File: src/rtl/buzz_div_pkg.sv
// Shared constants for the buzzer divider: the control register layout and
// the number of selectable taps. Assumes an 8-bit register with the enable
// in the top bit and the rate code directly below it.
package buzz_div_pkg;
    localparam int CTRL_W  = 8;
    localparam int EN_BIT  = 7;
    localparam int SEL_LSB = 5;
    localparam int SEL_W   = 2;
    localparam int N_TAPS  = 1 << SEL_W;
    localparam int LOW_W   = SEL_LSB;
endpackage

File: src/rtl/buzz_ctrl_reg.sv
// Control register of the buzzer divider. It stores every bit on a write,
// except that the rate code is frozen while the enable bit currently reads 1.
// Assumes the write strobe lasts one cycle and lies in the clk domain.
module buzz_ctrl_reg
    import buzz_div_pkg::*;
(
    input  logic              clk,
    input  logic              rst_n,
    input  logic              wr_en,
    input  logic [CTRL_W-1:0] wr_data,
    output logic [CTRL_W-1:0] ctrl_q,
    output logic              out_en,
    output logic [SEL_W-1:0]  rate_sel
);
    logic [CTRL_W-1:0] reg_q;

    // Purpose: register update with the rate-code write guard.
    always_ff @(posedge clk) begin
        if (!rst_n) begin
            reg_q <= '0;
        end else if (wr_en) begin
            reg_q[EN_BIT]      <= wr_data[EN_BIT];
            reg_q[LOW_W-1:0]   <= wr_data[LOW_W-1:0];
            if (!reg_q[EN_BIT]) begin
                reg_q[SEL_LSB +: SEL_W] <= wr_data[SEL_LSB +: SEL_W];
            end
        end
    end

    assign ctrl_q   = reg_q;
    assign out_en   = reg_q[EN_BIT];
    assign rate_sel = reg_q[SEL_LSB +: SEL_W];
endmodule

File: src/rtl/buzz_prescaler.sv
// Two free-running prescalers: one counts clk, the other counts sub_tick
// pulses. For each rate code, a hit marks the cycle in which the output
// flip-flop must toggle, so the output period is 2^(EXP0-code) source
// ticks. Assumes MAIN_EXP0 and SUB_EXP0 are at least N_TAPS+1.
module buzz_prescaler
    import buzz_div_pkg::*;
#(
    parameter int MAIN_EXP0 = 13,
    parameter int SUB_EXP0  = 5
) (
    input  logic             clk,
    input  logic             rst_n,
    input  logic             sub_tick,
    input  logic             src_sub,
    input  logic             slow_mode,
    input  logic [SEL_W-1:0] rate_sel,
    output logic             tog_pulse
);
    localparam int MAIN_W = MAIN_EXP0 - 1;
    localparam int SUB_W  = SUB_EXP0 - 1;

    logic [MAIN_W-1:0] main_cnt;
    logic [SUB_W-1:0]  sub_cnt;
    logic [N_TAPS-1:0] main_hit;
    logic [N_TAPS-1:0] sub_hit;
    logic              use_sub;

    // Purpose: fast prescaler advancing every clock.
    always_ff @(posedge clk) begin
        if (!rst_n) main_cnt <= '0;
        else        main_cnt <= main_cnt + 1'b1;
    end

    // Purpose: slow prescaler advancing on each sub-clock pulse.
    always_ff @(posedge clk) begin
        if (!rst_n)        sub_cnt <= '0;
        else if (sub_tick) sub_cnt <= sub_cnt + 1'b1;
    end

    for (genvar c = 0; c < N_TAPS; c++) begin : g_tap
        localparam int MB = MAIN_EXP0 - 1 - c;
        localparam int SB = SUB_EXP0 - 1 - c;
        assign main_hit[c] = &main_cnt[MB-1:0];
        assign sub_hit[c]  = sub_tick & (&sub_cnt[SB-1:0]);
    end

    assign use_sub   = src_sub | slow_mode;
    assign tog_pulse = use_sub ? sub_hit[rate_sel] : main_hit[rate_sel];
endmodule

File: src/rtl/buzz_wave.sv
// Output stage: a toggle flip-flop that is held at 0 while disabled, and a pin
// multiplexer that passes the port latch through while disabled.
// Assumes tog_pulse is a one-cycle strobe in the clk domain.
module buzz_wave (
    input  logic clk,
    input  logic rst_n,
    input  logic out_en,
    input  logic tog_pulse,
    input  logic port_latch,
    output logic pin_out
);
    logic tog_q;

    // Purpose: toggle on each prescaler hit while enabled; otherwise hold low.
    always_ff @(posedge clk) begin
        if (!rst_n || !out_en) tog_q <= 1'b0;
        else if (tog_pulse)    tog_q <= ~tog_q;
    end

    assign pin_out = out_en ? tog_q : port_latch;
endmodule

File: src/rtl/buzz_divout.sv
// Top of the buzzer divider output. It joins the control register, the
// prescalers and the output stage. Single clock; the sub clock enters as
// the sub_tick enable pulse.
module buzz_divout
    import buzz_div_pkg::*;
#(
    parameter int MAIN_EXP0 = 13,
    parameter int SUB_EXP0  = 5
) (
    input  logic              clk,
    input  logic              rst_n,
    input  logic              wr_en,
    input  logic [CTRL_W-1:0] wr_data,
    output logic [CTRL_W-1:0] rd_data,
    input  logic              src_sub,
    input  logic              slow_mode,
    input  logic              sub_tick,
    input  logic              port_latch,
    output logic              pin_out
);
    logic             out_en;
    logic [SEL_W-1:0] rate_sel;
    logic             tog_pulse;

    buzz_ctrl_reg u_reg (
        .clk      (clk),
        .rst_n    (rst_n),
        .wr_en    (wr_en),
        .wr_data  (wr_data),
        .ctrl_q   (rd_data),
        .out_en   (out_en),
        .rate_sel (rate_sel)
    );

    buzz_prescaler #(
        .MAIN_EXP0 (MAIN_EXP0),
        .SUB_EXP0  (SUB_EXP0)
    ) u_pre (
        .clk       (clk),
        .rst_n     (rst_n),
        .sub_tick  (sub_tick),
        .src_sub   (src_sub),
        .slow_mode (slow_mode),
        .rate_sel  (rate_sel),
        .tog_pulse (tog_pulse)
    );

    buzz_wave u_wave (
        .clk        (clk),
        .rst_n      (rst_n),
        .out_en     (out_en),
        .tog_pulse  (tog_pulse),
        .port_latch (port_latch),
        .pin_out    (pin_out)
    );
endmodule

File: config.mk
export PLATFORM = sky130hd
export DESIGN_NAME = buzz_divout
export DESIGN_NICKNAME = d
export VERILOG_FILES = /design/src/rtl/buzz_div_pkg.sv /design/src/rtl/buzz_ctrl_reg.sv /design/src/rtl/buzz_prescaler.sv /design/src/rtl/buzz_wave.sv /design/src/rtl/buzz_divout.sv
export SDC_FILE = /design/constraint.sdc
export NUM_CORES = 1
export LEC_CHECK = 0
export BUFFER_PORTS_ARGS = -buffer_cell sky130_fd_sc_hd__buf_2
export CORE_MARGIN = 5
export CORE_UTILIZATION = 40
export CTS_CLUSTER_SIZE = 24
export DETAILED_ROUTE_END_ITERATION = 6
export GPL_TIMING_DRIVEN = 0
export MAX_ROUTING_LAYER = met4
export SYNTH_ARGS = -nofsm -noshare
export SYNTH_HDL_FRONTEND = slang
export SYNTH_HIERARCHICAL = 1
export SYNTH_SLANG_ARGS = --single-unit
export TNS_END_PERCENT = 20
File: constraint.sdc
create_clock -name clk -period 2.2 [get_ports clk]
set_clock_uncertainty 0.15 [all_clocks]
set_input_delay 0.44 -clock clk [delete_from_list [all_inputs] [get_ports clk]]
set_output_delay 0.44 -clock clk [all_outputs]
set_load 0.01 [all_outputs]
# After elaboration in Yosys (flattened, before gate mapping)
# Cells that the tools add are included.
# Widths: inputs -> output; s select.
[classes]
addsub = 2
bitwise_logic = 7
muxes = 6
n_reduce_logical = 11
magnitude_cmp = 1
[ops]
columns = ["cell", "count"]
rows = [
  ["$add 12x1->12 const B", 1],
  ["$reduce_and 12->1", 1],
  ["$reduce_and 11->1", 1],
  ["$reduce_and 10->1", 1],
  ["$reduce_and 9->1", 1],
  ["$add 4x1->4 const B", 1],
  ["$and 1x1->1", 4],
  ["$bmux 1 s2", 2],
  ["$mux 1", 4],
  ["$reduce_and 2->1", 2],
  ["$reduce_and 4->1", 1],
  ["$lt 2x3->1 const B", 1],
  ["$reduce_and 3->1", 1],
  ["$logic_not 1->1", 2],
  ["$not 1->1", 2],
  ["$logic_or 1x1->1", 1],
  ["$or 1x1->1", 1],
]
[word_totals]
out_inout_bits = 9
inputBits = 15
register_bits = 25
elab_cells = 32

# Logic depth before layout (Yosys ltp)
# Gate-level depths: netlist of the first run.
[logic_depth]
ltp_word = 5
depth_mapped = 8
mapped_depth_nobuf = 8

# Hierarchy
# Netlist of the first run, hierarchy kept.
[by_module_without_submodules]
columns = ["module", "cells_each", "area_per_inst_um2", "seq_area_each_um2", "instances"]
rows = [
  ["buzz_prescaler", 78, 783.3, 320.3, 1],
  ["buzz_ctrl_reg", 32, 345.3, 160.2, 1],
  ["buzz_wave", 4, 46.3, 20.0, 1],
]

# Least setup slack after synthesis of the first run
# OpenSTA, ideal clock, no wires.
[synth_timing]
path_kind = "register to register"
startpoint = "register u_pre.main_cnt[0]"
endpoint = "register u_wave.tog_q"
stages_incl_launch_ff = 9
arrival_time_ps = 1483
n_path_buf = 0
period_less_slack_ps = 1748
required_ps = 1934
slack_ps = 452
setup_time_ps = 116
cell_sequence = "dfxtp_1 -> ha_1 -> nand3_1 -> nor2_1 -> ha_1 -> a32oi_1 -> a21oi_1 -> xor2_1 -> and3_1"
[synth_between]
elab_chain_len = 4
elab_cells_between_ends = 7
[synth_lines]
columns = ["element", "line_no", "source"]
rows = [
  ["from (decl)", "buzz_prescaler.sv:22", "logic [MAIN_W-1:0] main_cnt;"],
  ["from (signal assigned)", "buzz_prescaler.sv:31", "else main_cnt <= main_cnt + 1'b1;"],
  ["$reduce_and 12->1 (tied with other cells)", "buzz_prescaler.sv:43", "assign main_hit[c] = &main_cnt[MB-1:0];"],
  ["$bmux 1 s2 *", "buzz_prescaler.sv:48", "assign tog_pulse = use_sub ? sub_hit[rate_sel] : main_hit[rate_sel];"],
  ["$mux 1 (implied by the code) *", "buzz_prescaler.sv:48", ""],
  ["$mux 1 *", "buzz_prescaler.sv:48", ""],
  ["via tog_pulse", "buzz_divout.sv:23", "logic tog_pulse;"],
  ["to (signal assigned)", "buzz_wave.sv:17", "else if (tog_pulse) tog_q <= ~tog_q;"],
  ["to (decl)", "buzz_wave.sv:12", "logic tog_q;"],
]
# The timed path passes the listed nets; every way through them passes the cells marked *. The select of a mux whose other input is x is not followed.
# A chain may end at the register's enable or synchronous reset.

# Worst setup path after layout of the first run
# Same ends and word-level chain as after synthesis.

==> results of run 1 <==
-- worst max-delay path: stages (launching register included) --
cell and delay [ps]:
dfxtp_1 360, ha_1 230, nand3_1 190, nor2_1 80, ha_1 180, a32oi_1 200
a21oi_1 100, xor2_1 140, and3_1 170
-- report_power, final --
group / internal [mW] / total (mW) / switching [mW]
Sequential: 0.471 / 0.485 / 0.0143
Clock: 0.0708 / 0.200 / 0.129
Combinational: 0.0492 / 0.0892 / 0.0400
-- cells by family (layout without fill, tap and decap cells) --
logic type                 after synthesis  count (layout)  share of synthesized area [%]
adders and majority gates                4               4                           4.26
buffers and inverters                   10              35                           4.90
DFF                                     25              25                           42.6
muxes                                   13              13                           11.2
and+or+nand+nor                         43              43                           24.8
xor gates and xnor gates                11              11                           8.20
AOI/OAI and AO/OA                        8               8                           4.05
-- synthesized netlist by cell type (all sizes together) (2+ instances only) --
| library cell | number | area (µm²) |
|---|---|---|
| clkbuf | 3 | 12.5 |
| mux2i | 12 | 120 |
| dfxtp | 25 | 500 |
| and2 | 12 | 75.1 |
| xnor2 | 6 | 52.6 |
| nand3 | 2 | 10.0 |
| nand4 | 3 | 33.8 |
| ha | 4 | 50.1 |
| nor2 | 2 | 7.51 |
| a21oi | 3 | 15.0 |
| nand2 | 7 | 26.3 |
| nor2b | 10 | 70.1 |
| xor2 | 5 | 43.8 |
| buf | 4 | 33.8 |
| inv | 3 | 11.3 |
| o21ai | 2 | 10.0 |
-- flip-flops by register name (all words and copies together), names as in the netlist --
name	flops
u_pre/main_cnt	12
u_reg/ctrl_q	8
u_pre/sub_cnt	4
u_wave/tog_q	1
-- metal layers --
metal / vias up / wire [µm] / track usage, % / share of wire, %
li1: 427 / - / - / -
met4: 0 / 20 / 2.29 / 1.0
met3: 2 / 165 / 4.90 / 8.3
met5: - / 0 / - / 0
met1: 368 / 912 / 11.9 / 46
met2: 18 / 900 / 16.6 / 45
-- per-stage QoR --
step	hold slack (ps)	std cells	worst slack, ps	util [%]
2_1_floorplan	283	114	452	-
5_1_grt	220	170	99.2	48.4
6_report	216	170	307	48.4
4_1_cts	196	170	283	48.4
3_5_place_dp	316	166	299	47.4
3_3_place_gp	303	166	331	47.4
-- layout make-up --
| type | count | area share (%) |
|---|---|---|
| multi-input cells | 79 | 45.9 |
| flip-flops and latches | 25 | 37.2 |
| repair buffers | 21 | 7.81 |
| plain buffers | 7 | 3.44 |
| well taps | 31 | 2.88 |
| clock buffers | 4 | 1.95 |
| inverters | 3 | 0.837 |
-- path summary, 6_finish.rpt --
| kind | cells past startpoint | endpoint | start | slack [ps] |
|---|---|---|---|---|
| min | 3 | u_reg/ctrl_q[6] | wr_data[6] | 220 |
| max | 8 | u_wave/tog_q | u_pre/main_cnt[0] | 310 |
| max reg2reg | 8 | u_wave/tog_q | u_pre/main_cnt[0] | 310 |
| min reg2reg | 2 | u_reg/ctrl_q[5] | u_reg/ctrl_q[5] | 330 |
==> flow_summary_export.csv, run 1 <==
group,metric,value,unit
global_routing,antenna_found_initial,0,
logic_synthesis,ys_seq_elements,25,
route,drtAntennaViolNets,0,
timing,slew_headroom,79.4,%
layout,postLayoutCellArea,1350,µm²
clock_tree,hold_buffers,0,
layout,area_delta_synth_final,14.5,%
layout,drive_above_1_share,24.5,%
route,drcViolationCount,0,
route,routedWlPerCell,11.8,µm
placement,numPortBuffers,21,
floorplan,initial_core_util,42.2,%
timing,fmax,528,MHz
logic_synthesis,synth_area_per_cell,10.3,µm²
placement,dp_hpwl,1500,µm
clock_tree,cts_resized,0,
timing,maxSlewViolCount,0,
power_and_ir_drop,power,0.774,mW
job,drv_cap,0,
clock_tree,post-cts-setup-buffers,0,
timing,grt_setup_unrepaired,"false",
layout,multi_input_area,617,µm²
timing,fin_crit,1890,ps
setup_path,cp_max_fo,5,
run_status,status,"finished, final reports clean",
logic_synthesis,ys.flop_type,"dfxtp_1",
power_and_ir_drop,power_leakage,0.630,nW
logic_synthesis,async_flop_share,0,%
clock_tree,cts_buffers,3,
logic_synthesis,syn-num-nets,133,
timing,tns,0,ps
clock_tree,cts_tree,"yes",
logic_synthesis,synth_cells,114,
logic_synthesis,netlist_area,1170,µm²
logic_synthesis,synth_edf_count,0,
global_routing,grt_pass1_vias,753,
logic_synthesis,yosysSeqAreaShare,42.6,%
clock_tree,htree_num_levels,1,
global_routing,overflow,0,
layout,final-seq-area,500,µm²
clock_tree,clk_pin_slew_worst_paths,130,ps
floorplan,die_w,64.2,µm
layout,final_common_cell,"dfxtp_1",
clock_tree,cts_root_buf,"clkbuf_4",
timing,timing.final.crit_share,86.0,%
power_and_ir_drop,peakVddDrop,0.000450,V
setup_path,critPathLaunchType,"register",
floorplan,dieArea,4120,µm²
global_routing,grt_pass1_wl,3380,µm
layout,fillers,292,
global_routing,grtUsageTotal,10.4,%
logic_synthesis,synth_cell_type_count,31,
layout,diodes,0,
layout,layout_common_cells,"dfxtp_1 (25), buf_2 (21), mux2i_1 (12), and2_1 (12), nor2b_1 (9)",
clock_tree,insertion_delay,310,ps
route,wirelength,2000,µm
clock_tree,clkSinkCount,25,
timing,tightest_slew,308,ps
timing,setup_viol,0,
floorplan,fp-row-count,19,
floorplan,ios,24,
setup_path,critPathArrivalTime,1970,ps
floorplan,core_area,2780,µm²
global_routing,grt_max_degree,14,
power_and_ir_drop,power.density,575,nW/µm²
min_path,hold_class,"in2reg",
setup_path,critPathKind,"reg2reg",
route,vias,815,
setup_path,worstSetupEndpointType,"register",
layout,nNetsFinal,159,
floorplan,die-height,64.2,µm
clock_tree,clock_path_buffers,2,
setup_path,cp_data_required_time,2280,ps
timing,final_hold_viol_count,0,
logic_synthesis,yosys_warnings,6,
route,viasPerCell,4.79,
placement,place_area,1320,µm²
route,drt_iter0_markers,29,
placement,finalWeightedCongestion,0.673,
route,dr.pass1.iters,3,
(Power assumes the default switching activity.)
==> run 2: changes to the inputs <==
--- a/config.mk
+++ b/config.mk
@@ -12,6 +12,7 @@
 export DETAILED_ROUTE_END_ITERATION = 6
 export GPL_TIMING_DRIVEN = 0
 export MAX_ROUTING_LAYER = met4
+export PLACE_DENSITY_LB_ADDON = 0.12
 export SYNTH_ARGS = -nofsm -noshare
 export SYNTH_HDL_FRONTEND = slang
 export SYNTH_HIERARCHICAL = 1
==> flow_summary_export.csv, run 2 (synthesis results as in run 1) <==
group,metric,value,unit
run_status,status,"finished, final reports clean",
floorplan,fp-row-count,19,
setup_path,r2r_cells,8,
clock_tree,insertion_delay,310,ps
floorplan,ios,24,
timing,grt_setup_unrepaired,"false",
clock_tree,clock_path_buffers,2,
route,drt_iter0_markers,18,
timing,final_hold_viol_count,0,
setup_path,cp_data_required_time,2270,ps
setup_path,slowest_delay,360,ps
setup_path,path_buf_inv,0,
global_routing,grtUsageTotal,10.5,%
clock_tree,cts_resized,0,
layout,area_delta_synth_final,14.5,%
clock_tree,clkSinkCount,25,
layout,final-seq-area,500,µm²
route,routedWlPerCell,11.8,µm
setup_path,r2r_end,"u_wave/tog_q",
min_path,min_from,"wr_data[5]",
power_and_ir_drop,power.density,577,nW/µm²
timing,hold_ws,212,ps
placement,dp_hpwl,1530,µm
route,drtAntennaViolNets,0,
route,vias,827,
floorplan,initial_core_util,42.2,%
layout,nNetsFinal,159,
setup_path,reg2reg_from,"u_pre/main_cnt[0]",
setup_path,setup.reg_to_reg.worst_slack,280,ps
timing,fmax,521,MHz
timing,timing.final.crit_share,87.2,%
placement,finalWeightedCongestion,0.715,
layout,layout_common_cells,"dfxtp_1 (25), buf_2 (21), mux2i_1 (12), and2_1 (12), nor2b_1 (9)",
setup_path,slowest_stage,"dfxtp_1",
setup_path,critPathArrivalTime,1990,ps
floorplan,die_w,64.2,µm
timing,tightest_slew,346,ps
floorplan,core_area,2780,µm²
setup_path,crit_family,"simple AND/OR/NAND/NOR gates",
setup_path,critPathLaunch,"u_pre/main_cnt[0]",
setup_path,timing.critical_path.mode_cell,"ha_1",
clock_tree,clk_pin_slew_worst_paths,130,ps
clock_tree,hold_buffers,0,
power_and_ir_drop,power_leakage,0.630,nW
job,drv_cap,0,
setup_path,critPathLaunchType,"register",
floorplan,dieArea,4120,µm²
global_routing,grt_pass1_wl,3460,µm
route,wirelength,2010,µm
setup_path,path_cells,"ha_1 > nand3_1 > nor2_1 > ha_1 > a32oi_1 > a21oi_1 > xor2_1 > and3_1",
setup_path,worstSetupEndpointType,"register",
layout,postLayoutCellArea,1350,µm²
global_routing,antenna_found_initial,0,
clock_tree,post-cts-setup-buffers,0,
floorplan,die-height,64.2,µm
timing,slew_headroom,76.9,%
setup_path,cp_max_fo,5,
timing,tns,0,ps
global_routing,overflow,0,
global_routing,grt_max_degree,14,
clock_tree,cts_root_buf,"clkbuf_4",
layout,largest_reg_flops,12,
setup_path,cp-endpoint,"u_wave/tog_q",
timing,fin_crit,1920,ps
layout,diodes,0,
setup_path,cp.depth,8,
timing,setup_viol,0,
route,drcViolationCount,0,
power_and_ir_drop,peakVddDrop,0.000282,V
min_path,hold_class,"in2reg",
route,dr.pass1.iters,2,
layout,final_common_cell,"dfxtp_1",
layout,max_flop_register,"u_pre/main_cnt",
layout,drive_above_1_share,24.5,%
placement,place_area,1320,µm²
layout,multi_input_area,617,µm²
layout,fillers,275,
global_routing,grt_pass1_vias,813,
clock_tree,cts_tree,"yes",
route,viasPerCell,4.86,
placement,numPortBuffers,21,
clock_tree,cts_buffers,3,
timing,maxSlewViolCount,0,
clock_tree,htree_num_levels,1,
setup_path,critPathKind,"reg2reg",
run 2: cell counts in the layout (fill, tap and decap cells not counted):
Identical to the previous run, type by type.
run 2: worst register-to-register path, stage by stage (launching register included):
cell and delay (ps):
dfxtp_1 360, ha_1 230, nand3_1 200, nor2_1 80, ha_1 190, a32oi_1 210
a21oi_1 100, xor2_1 140, and3_1 180
run 2: metrics by stage:
stage | power [mW] | util, % | worst slack [ps] | instances
global route | 0.824 | 48.4 | 112 | 170
floorplan | 0.553 | - | 452 | 114
CTS | 0.792 | 48.4 | 262 | 170
detailed placement | 0.586 | 47.4 | 285 | 166
global placement | 0.583 | 47.4 | 298 | 166
finish | 0.777 | 48.4 | 281 | 170
run 2: worst min-delay path by stage:
stage	endpoint	slack (ps)	cells past startpoint
6_report	u_reg/ctrl_q[5]	210	3
5_1_grt	u_reg/ctrl_q[5]	200	3
4_1_cts	u_reg/ctrl_q[5]	200	3
3_5_place_dp	u_pre/main_cnt[0]	310	1
3_3_place_gp	u_pre/main_cnt[0]	310	1
2_1_floorplan	u_pre/main_cnt[0]	280	1
run 2: power breakdown:
group	switching (mW)	internal (mW)
clock network	0.132	0.0707
logic	0.0402	0.0491
registers	0.0141	0.471
run 2: area by class of cell:
| class | count | area share [%] |
|---|---|---|
| multi-input cells | 79 | 45.9 |
| flip-flops and latches | 25 | 37.2 |
| repair buffers | 21 | 7.81 |
| plain buffers | 7 | 3.44 |
| well taps | 31 | 2.88 |
| clock buffers | 4 | 1.95 |
| inverters | 3 | 0.837 |
run 2: routing by layer:
| metal | wire, µm | vias up | global-route usage [%] |
|---|---|---|---|
| met5 | 0 | - | - |
| met4 | 14 | 0 | 4.58 |
| met3 | 133 | 2 | 2.98 |
| met2 | 964 | 14 | 17.1 |
| met1 | 893 | 382 | 12.1 |
| li1 | - | 429 | - |
==> run 3: changes to the inputs <==
--- a/config.mk
+++ b/config.mk
@@ -13,8 +13,8 @@
 export GPL_TIMING_DRIVEN = 0
 export MAX_ROUTING_LAYER = met4
 export PLACE_DENSITY_LB_ADDON = 0.12
+export SLEW_MARGIN = 20
 export SYNTH_ARGS = -nofsm -noshare
 export SYNTH_HDL_FRONTEND = slang
-export SYNTH_HIERARCHICAL = 1
 export SYNTH_SLANG_ARGS = --single-unit
 export TNS_END_PERCENT = 20
==> constraint.sdc (replaced) <==
create_clock -name clk -period 2.2 [get_ports clk]
set_clock_uncertainty 0.15 [all_clocks]
set_input_delay 0.22 -clock clk [delete_from_list [all_inputs] [get_ports clk]]
set_output_delay 0.22 -clock clk [all_outputs]
set_load 0.01 [all_outputs]
==> flow_summary_export.csv, run 3 <==
group,metric,value,unit
clock_tree,insertion_delay,310,ps
global_routing,grt_util_met2,19.1,%
timing,tightest_slew,369,ps
clock_tree,cts_tree,"yes",
logic_synthesis,netlist_area,1120,µm²
placement,finalWeightedCongestion,0.778,
layout,final_common_cell,"dfxtp_1",
logic_synthesis,synth_top_area_share,44.5,%
layout,layout_common_cells,"dfxtp_1 (25), buf_2 (23), nor2b_1 (13)",
floorplan,dieArea,3970,µm²
logic_synthesis,synth_edf_count,0,
power_and_ir_drop,power_leakage,0.578,nW
run_status,status,"finished, final reports clean",
setup_path,critPathKind,"reg2reg",
power_and_ir_drop,peakVddDrop,0.000529,V
clock_tree,clk_pin_slew_worst_paths,130,ps
clock_tree,cts_resized,0,
timing,layout_setup_ws,566,ps
clock_tree,cts_root_buf,"clkbuf_4",
logic_synthesis,synth_cell_type_count,30,
setup_path,cp_data_required_time,2310,ps
timing,setup_viol,0,
timing,timing.final.crit_share,74.3,%
placement,numPortBuffers,22,
global_routing,met1_usage,15.1,%
logic_synthesis,async_flop_share,0,%
global_routing,grt_pass1_vias,855,
power_and_ir_drop,power.density,575,nW/µm²
logic_synthesis,yosysTopAreaCell,"dfxtp_1",
setup_path,slowest_stage,"dfxtp_1",
global_routing,grt_max_degree,15,
setup_path,crit_family,"compound AO/OA/AOI/OAI gates",
route,drcViolationCount,0,
setup_path,critPathLaunch,"u_pre.sub_cnt[0]",
logic_synthesis,synth_area_per_cell,10.1,µm²
route,routedWlPerCell,12.1,µm
route,wirelength,2090,µm
setup_path,cp_max_fo,4,
global_routing,use_met3,3.96,%
clock_tree,post-cts-setup-buffers,0,
timing,grt_setup_unrepaired,"false",
logic_synthesis,ys_seq_elements,25,
power_and_ir_drop,switchingPower,0.190,mW
global_routing,grtUsageTotal,12.1,%
logic_synthesis,yosysSeqAreaShare,44.5,%
clock_tree,clkSinkCount,25,
logic_synthesis,syn-num-nets,129,
route,dr.pass1.iters,4,
min_path,hold_class,"in2reg",
floorplan,die_w,63.0,µm
timing,final_hold_viol_count,0,
layout,diodes,0,
floorplan,die-height,63.0,µm
logic_synthesis,yosys_warnings,0,
logic_synthesis,synth_cells,111,
floorplan,initial_core_util,41.1,%
timing,maxSlewViolCount,0,
placement,dp_hpwl,1510,µm
clock_tree,htree_num_levels,1,
timing,fin_crit,1630,ps
power_and_ir_drop,p_int,0.587,mW
timing,tns,0,ps
route,drt_iter0_markers,37,
floorplan,core_area,2730,µm²
logic_synthesis,synth_area_leaders,"dfxtp_1 (44%), mux2i_1 (8.9%), nor2b_1 (7.2%)",
layout,multi_input_area,597,µm²
min_path,min_from,"wr_data[6]",
layout,drive_above_1_share,23.9,%
timing,slew_headroom,75.4,%
setup_path,path_buf_inv,0,
route,vias,831,
clock_tree,cts_buffers,3,
route,viasPerCell,4.80,
global_routing,top_usage_layer,"met2",
setup_path,path_cells,"ha_1 > ha_1 > nand2_1 > o21ai_0 > o221ai_1 > nand3_1 > a21oi_2",
logic_synthesis,ys.flop_type,"dfxtp_1",
setup_path,critPathArrivalTime,1750,ps
setup_path,slowest_delay,370,ps
power_and_ir_drop,p_comb_share,11.1,%
setup_path,timing.critical_path.mode_cell,"ha_1",
logic_synthesis,yosysMostFrequentCell,"dfxtp_1",
layout,area_delta_synth_final,20.1,%
floorplan,fp-row-count,19,
layout,final-seq-area,500,µm²
global_routing,grt_pass1_wl,3830,µm
layout,max_flop_register,"u_pre.main_cnt",
route,drtAntennaViolNets,0,
floorplan,ios,24,
clock_tree,hold_buffers,5,
power_and_ir_drop,pwr-share-seq,62.8,%
power_and_ir_drop,switching_share,24.5,%
layout,fillers,257,
clock_tree,clock_path_buffers,2,
global_routing,antenna_found_initial,0,
layout,largest_reg_flops,12,
layout,nNetsFinal,161,
timing,fmax,612,MHz
setup_path,critPathLaunchType,"register",
setup_path,worstSetupEndpointType,"register",
logic_synthesis,yosys-top-cells-count,"dfxtp_1 (25), nor2b_1 (13), and2_1 (10), mux2i_1 (10)",
setup_path,reg2reg_from,"u_pre.sub_cnt[0]",
global_routing,overflow,0,
placement,dp_slack,583,ps
job,drv_cap,0,
power_and_ir_drop,pwr-share-clk,26.1,%
==> run 3: cell types whose count changed after synthesis, sizes merged, moves of 2 or more <==
cell / change
nand3: +3
o21ai: +2
buf: -2
and2: -2
nor2b: +3
nand2: -2
mux2i: -2
==> run 3: power by group through the flow <==
| stage | clock (mW) | combinational (mW) | sequential (mW) |
|---|---|---|---|
| after CTS | 0.217 | 0.0883 | 0.488 |
| after floorplan | 0 | 0.0452 | 0.497 |
| after global placement | 0 | 0.0782 | 0.496 |
| after detailed placement | 0 | 0.0818 | 0.498 |
| after global routing | 0.230 | 0.0985 | 0.492 |
| final | 0.203 | 0.0866 | 0.488 |
==> run 3: path summary, 6_finish.rpt <==
path | end | cells after the start | slack, ps
max | u_wave.tog_q | 7 | 570
min | u_reg.ctrl_q[6] | 3 | 20
max reg2reg | u_wave.tog_q | 7 | 570
min reg2reg | u_pre.main_cnt[0] | 1 | 350
==> run 3: routing by layer <==
layer  up-vias  wire, µm
met5         -         0
met4         0        17
met3         2       111
met2        20       929
met1       368      1030
li1        441         -
==> run 3: through the flow <==
stage                     hold WS [ps]  power (mW)  cell area [µm²]  instances  util, %
after floorplan                    198       0.543             1120        111        -
after global placement             303       0.575             1270        164     46.6
after detailed placement           314       0.579             1270        164     46.6
after CTS                         2.18       0.794             1350        173     49.4
after global routing              15.9       0.821             1350        173     49.4
final                             16.1       0.777             1350        173     49.4
==> run 3: area by class of cell <==
cell class	count	area share, %
well taps	31	2.87
inverters	2	0.556
flip-flops and latches	25	37.0
multi-input cells	80	44.2
repair buffers	27	11.9
clock buffers	3	1.67
clock inverters	1	0.370
plain buffers	4	1.48
==> run 3: cells by family after synthesis <==
| group | after synthesis | share of synthesized area, % |
|---|---|---|
| AO/OA/AOI/OAI | 13 | 8.01 |
| buffers and inverters | 6 | 2.45 |
| XOR/XNOR | 10 | 7.79 |
| multiplexers | 11 | 9.90 |
| AND/OR/NAND/NOR | 43 | 24.0 |
| adder cells (fa/ha/maj) | 3 | 3.34 |
| flip-flops | 25 | 44.5 |
==> run 3: tightest hold or removal path: cells and delay by family <==
| family | cells | cell delay [ps] |
|---|---|---|
| muxes | 1 | 60 |
| buffers and inverters | 1 | 80 |
| and+or+nand+nor | 1 | 100 |
